===== src/rtl/bdp_pkg.sv =====
package bdp_pkg;

    localparam int DATA_W  = 8;
    localparam int INSTR_W = 32;
    localparam int RS_LSB  = 21;
    localparam int RT_LSB  = 16;
    localparam int RD_LSB  = 11;

    typedef enum logic [2:0] {
        ALU_AND = 3'b000,
        ALU_OR  = 3'b001,
        ALU_ADD = 3'b010,
        ALU_SUB = 3'b110,
        ALU_SLT = 3'b111
    } alu_op_e;

    typedef enum logic [1:0] {
        SRCB_REG  = 2'b00,
        SRCB_ONE  = 2'b01,
        SRCB_IMM  = 2'b10,
        SRCB_IMM4 = 2'b11
    } srcb_e;

    typedef enum logic [1:0] {
        PCN_ALU    = 2'b00,
        PCN_ALUOUT = 2'b01,
        PCN_JUMP   = 2'b10,
        PCN_ALT    = 2'b11
    } pcnext_e;

    // Low byte of a word, scaled by four within the byte.
    function automatic logic [DATA_W-1:0] scale4(input logic [DATA_W-1:0] v);
        return {v[DATA_W-3:0], 2'b00};
    endfunction

endpackage


===== src/rtl/bdp_alu.sv =====
module bdp_alu
    import bdp_pkg::*;
#(
    parameter int WIDTH = DATA_W
) (
    input  logic [2:0]       op,
    input  logic [WIDTH-1:0] a,
    input  logic [WIDTH-1:0] b,
    output logic [WIDTH-1:0] y,
    output logic             zero
);

    always_comb begin
        case (op)
            ALU_AND: y = a & b;
            ALU_OR:  y = a | b;
            ALU_ADD: y = a + b;
            ALU_SUB: y = a - b;
            ALU_SLT: y = {{(WIDTH-1){1'b0}}, ($signed(a) < $signed(b))};
            default: y = '0;
        endcase
    end

    assign zero = (y == '0);

endmodule


===== src/rtl/bdp_regfile.sv =====
module bdp_regfile #(
    parameter int WIDTH   = 8,
    parameter int REGBITS = 3
) (
    input  logic               clk,
    input  logic               rst,
    input  logic               we,
    input  logic [REGBITS-1:0] ra1,
    input  logic [REGBITS-1:0] ra2,
    input  logic [REGBITS-1:0] wa,
    input  logic [WIDTH-1:0]   wd,
    output logic [WIDTH-1:0]   rd1,
    output logic [WIDTH-1:0]   rd2
);

    localparam int NREG = 1 << REGBITS;

    logic [WIDTH-1:0] mem [NREG];

    always_ff @(posedge clk) begin
        if (we && wa != '0) mem[wa] <= wd;
    end

    assign rd1 = (ra1 == '0) ? '0 : mem[ra1];
    assign rd2 = (ra2 == '0) ? '0 : mem[ra2];

    // a write to a nonzero index is found in storage at the next edge
    assert_write_lands_R3: assert property (@(posedge clk) disable iff (rst)
        (we && wa != '0) |=> (mem[$past(wa)] == $past(wd)));

endmodule


===== src/rtl/bdp_instr_reg.sv =====
module bdp_instr_reg #(
    parameter int WIDTH  = 8,
    parameter int IWIDTH = 32
) (
    input  logic                    clk,
    input  logic                    rst,
    input  logic [IWIDTH/WIDTH-1:0] en,
    input  logic [WIDTH-1:0]        din,
    output logic [IWIDTH-1:0]       q
);

    localparam int NBYTES = IWIDTH / WIDTH;

    for (genvar k = 0; k < NBYTES; k++) begin : g_byte
        always_ff @(posedge clk) begin
            if (rst)        q[k*WIDTH +: WIDTH] <= '0;
            else if (en[k]) q[k*WIDTH +: WIDTH] <= din;
        end
    end

    // with no strobe the instruction word holds
    assert_ir_hold_R2: assert property (@(posedge clk) disable iff (rst)
        (en == '0) |=> $stable(q));

endmodule


===== src/rtl/bdp_datapath.sv =====
module bdp_datapath
    import bdp_pkg::*;
#(
    parameter int REGBITS = 3
) (
    input  logic                clk,
    input  logic                rst,
    input  logic [DATA_W-1:0]   memdata,
    input  logic                alusrca,
    input  logic                memtoreg,
    input  logic                iord,
    input  logic                pcen,
    input  logic                regwrite,
    input  logic                regdst,
    input  logic [1:0]          pcsource,
    input  logic [1:0]          alusrcb,
    input  logic [3:0]          irwrite,
    input  logic [2:0]          alucont,
    output logic                zero,
    output logic [INSTR_W-1:0]  instr,
    output logic [DATA_W-1:0]   adr,
    output logic [DATA_W-1:0]   writedata
);

    localparam int W = DATA_W;

    logic [W-1:0] pc_q, mdr_q, a_q, b_q, aluout_q;
    logic [W-1:0] rd1, rd2, srca, srcb, alu_y, wb_data, pc_next;
    logic [REGBITS-1:0] ra1, ra2, wa;

    bdp_instr_reg #(.WIDTH(W), .IWIDTH(INSTR_W)) u_ir (
        .clk (clk),
        .rst (rst),
        .en  (irwrite),
        .din (memdata),
        .q   (instr)
    );

    assign ra1     = instr[RS_LSB +: REGBITS];
    assign ra2     = instr[RT_LSB +: REGBITS];
    assign wa      = regdst ? instr[RD_LSB +: REGBITS] : instr[RT_LSB +: REGBITS];
    assign wb_data = memtoreg ? mdr_q : aluout_q;

    bdp_regfile #(.WIDTH(W), .REGBITS(REGBITS)) u_rf (
        .clk (clk),
        .rst (rst),
        .we  (regwrite),
        .ra1 (ra1),
        .ra2 (ra2),
        .wa  (wa),
        .wd  (wb_data),
        .rd1 (rd1),
        .rd2 (rd2)
    );

    assign srca = alusrca ? a_q : pc_q;

    always_comb begin
        case (srcb_e'(alusrcb))
            SRCB_REG:  srcb = b_q;
            SRCB_ONE:  srcb = W'(1);
            SRCB_IMM:  srcb = instr[W-1:0];
            default:   srcb = scale4(instr[W-1:0]);
        endcase
    end

    bdp_alu #(.WIDTH(W)) u_alu (
        .op   (alucont),
        .a    (srca),
        .b    (srcb),
        .y    (alu_y),
        .zero (zero)
    );

    always_comb begin
        case (pcnext_e'(pcsource))
            PCN_ALUOUT: pc_next = aluout_q;
            PCN_JUMP:   pc_next = scale4(instr[W-1:0]);
            default:    pc_next = alu_y;
        endcase
    end

    always_ff @(posedge clk) begin
        if (rst) begin
            pc_q     <= '0;
            mdr_q    <= '0;
            a_q      <= '0;
            b_q      <= '0;
            aluout_q <= '0;
        end else begin
            mdr_q    <= memdata;
            a_q      <= rd1;
            b_q      <= rd2;
            aluout_q <= alu_y;
            if (pcen) pc_q <= pc_next;
        end
    end

    assign adr       = iord ? aluout_q : pc_q;
    assign writedata = b_q;

    // reset leaves PC and ALU output latch cleared
    assert_reset_clear_R1: assert property (@(posedge clk)
        rst |=> (pc_q == '0 && aluout_q == '0));

    // PC holds while its enable is low
    assert_pc_hold_R12: assert property (@(posedge clk) disable iff (rst)
        !pcen |=> $stable(pc_q));

    // a jump target is always word aligned
    assert_jump_aligned_R12: assert property (@(posedge clk) disable iff (rst)
        (pcen && pcsource == 2'b10) |=> (pc_q[1:0] == 2'b00));

    // reading index zero on the second port latches zero
    assert_r0_reads_zero_R4: assert property (@(posedge clk) disable iff (rst)
        (ra2 == '0) |=> (b_q == '0));

endmodule


===== config.mk =====
export PLATFORM = sky130hd
export DESIGN_NAME = bdp_datapath
export DESIGN_NICKNAME = d
export VERILOG_FILES = /design/src/rtl/bdp_pkg.sv /design/src/rtl/bdp_alu.sv /design/src/rtl/bdp_regfile.sv /design/src/rtl/bdp_instr_reg.sv /design/src/rtl/bdp_datapath.sv
export SDC_FILE = /design/constraint.sdc
export NUM_CORES = 1
export LEC_CHECK = 0
export BUFFER_PORTS_ARGS = -buffer_cell sky130_fd_sc_hd__clkbuf_2
export CAP_MARGIN = 5
export CORE_MARGIN = 4
export CORE_UTILIZATION = 50
export DETAILED_ROUTE_END_ITERATION = 10
export PLACE_DENSITY = 0.71
export REMOVE_ABC_BUFFERS = 1
export SYNTH_ARGS = -nofsm -noshare
export SYNTH_HDL_FRONTEND = slang
export SYNTH_SLANG_ARGS = --single-unit
export TNS_END_PERCENT = 10

===== constraint.sdc =====
create_clock -name clk -period 8.2 [get_ports clk]
set_input_delay 0.41 -clock clk [delete_from_list [all_inputs] [get_ports clk]]
set_output_delay 0.41 -clock clk [all_outputs]
set_load 0.05 [all_outputs]

==> flow_metrics.py <==
metrics = {
    "pwr": {
        "finalPower_mw": 1.89,
        "max-vdd-ir-drop_mv": 0.187,
        "leakage_nw": 3.31,
        "powerDensity_nw_per_um2": 230,
    },
    "floorplan": {
        "fp-row-count": 43,
        "io_pins": 76,
        "core-area_sq_um": 13900,
        "start_util_pct": 51.1,
        "die_h_um": 127,
        "die_x_um": 127,
        "dieArea_sq_um": 16200,
    },
    "layout": {
        "diodes": 0,
        "layoutNonFillerInstCount": 859,
        "final_cell_mix": "nor2_1 (78), clkbuf_2 (75), dfxtp_1 (72), edfxtp_1 (64), mux2i_1 (61)",
        "area_growth_pct": 15.7,
        "final_common_cell": "nor2_1",
        "post-route-util_pct": 59.1,
        "drive_gt1_share_pct": 25.3,
        "fin_nets": 722,
    },
    "sta": {
        "max-slew-margin-rel_pct": 25.8,
        "finalMaxSlewViolations": 0,
        "tns_ns": 0,
        "setup_viol": 0,
        "hold_viol": 0,
        "fin_crit_sh_pct": 51.5,
        "fin_crit_ns": 4.22,
        "fmax_mhz": 237,
        "tightest_slew_ns": 1.11,
        "finClkSkew_ns": 0.00881,
        "rsz0062_at_grt": "false",
    },
    "grt": {
        "grt_util_met3_pct": 3.60,
        "overflow": 0,
        "grt_use_met2_pct": 40.3,
        "grt_util_all_layers_pct": 23.1,
        "grt_use_met1_pct": 29.6,
        "grt_max_degree": 57,
        "busiest_layer": "met2",
        "grt_first_pass_wirelength_mm": 29.0,
        "antenna_found_initial": 0,
        "grt_pass1_vias": 5174,
    },
    "placement": {
        "finalWeightedCongestion": 0.923,
        "place_hpwl_mm": 13.2,
        "post-place-cells": 828,
        "portBuffers": 75,
    },
    "clock_network": {
        "cts_buffers": 17,
        "clk_latency_ns": 0.41,
        "clk_pin_slew_ns": 0.05,
        "max-clock-path-buffers": 2,
        "cts-resized-gates": 0,
        "cts_tree": "built",
        "cts_sinks": 136,
        "postCtsSetupRepairBufs": 0,
        "cts_root_buf": "clkbuf_16",
        "h-tree-depth": 4,
        "hold_buffers": 0,
    },
    "route": {
        "avgViaCountPerCell": 5.96,
        "wl_per_cell_um": 21.3,
        "ant_nets": 0,
        "drc": 0,
        "drtIter0Drc": 416,
        "vias": 5122,
        "first_pass_iters": 5,
        "wl_mm": 18.3,
    },
    "synth": {
        "synthXorXnorAreaFrac_pct": 0,
        "synth_flop_cell": "dfxtp_1",
        "synth.distinct_cells": 58,
        "synthAdderAreaFrac_pct": 5.15,
        "muxShareOfSynthArea_pct": 22.7,
        "syn_inst": 602,
        "synth_top_cell_by_area": "edfxtp_1",
        "yosys_warnings": 0,
        "avgSynthCellArea_sq_um": 11.8,
        "synth_top_area_share_pct": 27.1,
        "synth-seq-area-share_pct": 47.4,
        "synth-compound-area-share_pct": 9.24,
        "ys_async_sr_fraction_pct": 0,
        "netlist_area_sq_um": 7090,
        "synth_edf_count": 64,
        "ys_ff_latch": 136,
        "synth-simple-area-share_pct": 11.3,
        "synth_top_family_by_area": "multiplexers",
        "yosys-top-cells-area": "edfxtp_1 (27%), dfxtp_1 (20%), mux4_2 (10%), mux2i_1 (8.6%), ha_1 (4.6%)",
    },
    "worst_setup_path": {
        "r2r_start": "u_ir.q[3]",
        "crit_fanout": 5,
        "regToRegEndpoint": "pc_q[7]",
        "endpoint_kind": "output pin",
        "criticalPathCategory": "register to output pin",
        "r2r_slack_ns": 4.99,
        "start_kind": "register",
        "crit_required_ns": 7.79,
        "ff2ff_path_depth": 9,
        "arrival_ns": 3.81,
    },
    "job": {
        "drv_cap": 0,
    },
    "outcome": {
        "run_status": "complete, no violations",
    },
    "worst_hold_path": {
        "holdPathStages": 2,
        "hold_path.startpoint": "memdata[5]",
        "min_to": "mdr_q[5]",
        "min_path_type": "input pin to register",
    },
}
## metal layers
metal,part of all wire [%],routed length (um),up-vias
met3,4.7,864,31
met5,0,0,-
li1,-,-,2353
met2,53,9740,191
met4,1.9,342,0
met1,40,7380,2547
## through the flow
step	area, sq um	hold WS (ns)	worst slack, ns
3_3_place_gp	7570	0.460	4.12
3_5_place_dp	7570	0.469	4.03
2_1_floorplan	6950	0.436	3.92
5_1_grt	8210	0.339	3.75
4_1_cts	8210	0.318	3.96
6_report	8210	0.338	3.98
## flip-flops by register name (all words and copies together) (netlist names)
signal / count
u_ir.q: 32
writedata: 8
a_q: 8
aluout_q: 8
u_rf.mem: 64
pc_q: 8
mdr_q: 8
## Yosys cell counts, types with 6 or more instances
library cell and instances:
buf_2 11, mux2_2 25, nor2b_1 17, nand2b_1 8
nor2_1 78, inv_1 32, clkbuf_1 20, ha_1 26
a21oi_1 16, nand2_1 15, a31oi_1 7, a22o_1 7
mux4_2 32, dfxtp_1 72, edfxtp_1 64, o21ai_0 10
mux2i_1 61, buf_1 7, nor3_1 7, a221oi_1 6
## power by group
group	internal, mW	switching [mW]
logic	0.112	0.192
clock network	0.536	0.275
registers	0.744	0.0298
total	1.39	0.497
## kinds of logic after synthesis
logic type,count (synthesis)
simple gates,158
fa+ha+maj,28
compound gates,90
buf+inv,71
mux,118
other cells,1
flops,136
## critical path, stage by stage, from the launching register on
cell	delay (ns)
dfxtp_1	0.42
nand2_1	0.07
o22a_1	0.21
inv_1	0.09
ha_1	0.16
inv_1	0.06
fa_1	0.45
or3b_4	0.27
nand3b_4	0.09
a21o_1	0.19
a221oi_2	0.33
or4b_1	0.48
nor4b_2	0.25
clkbuf_2	0.31
## worst max-delay path by stage
| stage | startpoint | end |
|---|---|---|
| 2_1_floorplan | u_ir.q[0] | zero |
| 3_3_place_gp | alusrca | zero |
| 3_5_place_dp | alusrca | zero |
| 4_1_cts | u_ir.q[0] | zero |
| 5_1_grt | u_ir.q[0] | zero |
| 6_report | u_ir.q[0] | zero |
## layout make-up
class / count / area (sq um)
Fill cell: 1132 / 5670
Sequential cell: 136 / 3360
Timing Repair Buffer: 78 / 398
Clock buffer: 18 / 429
Clock inverter: 13 / 203
Tap cell: 180 / 225
Multi-Input combinational cell: 402 / 3470
Inverter: 32 / 120
Note: power is estimated with default switching activity, not from simulation.
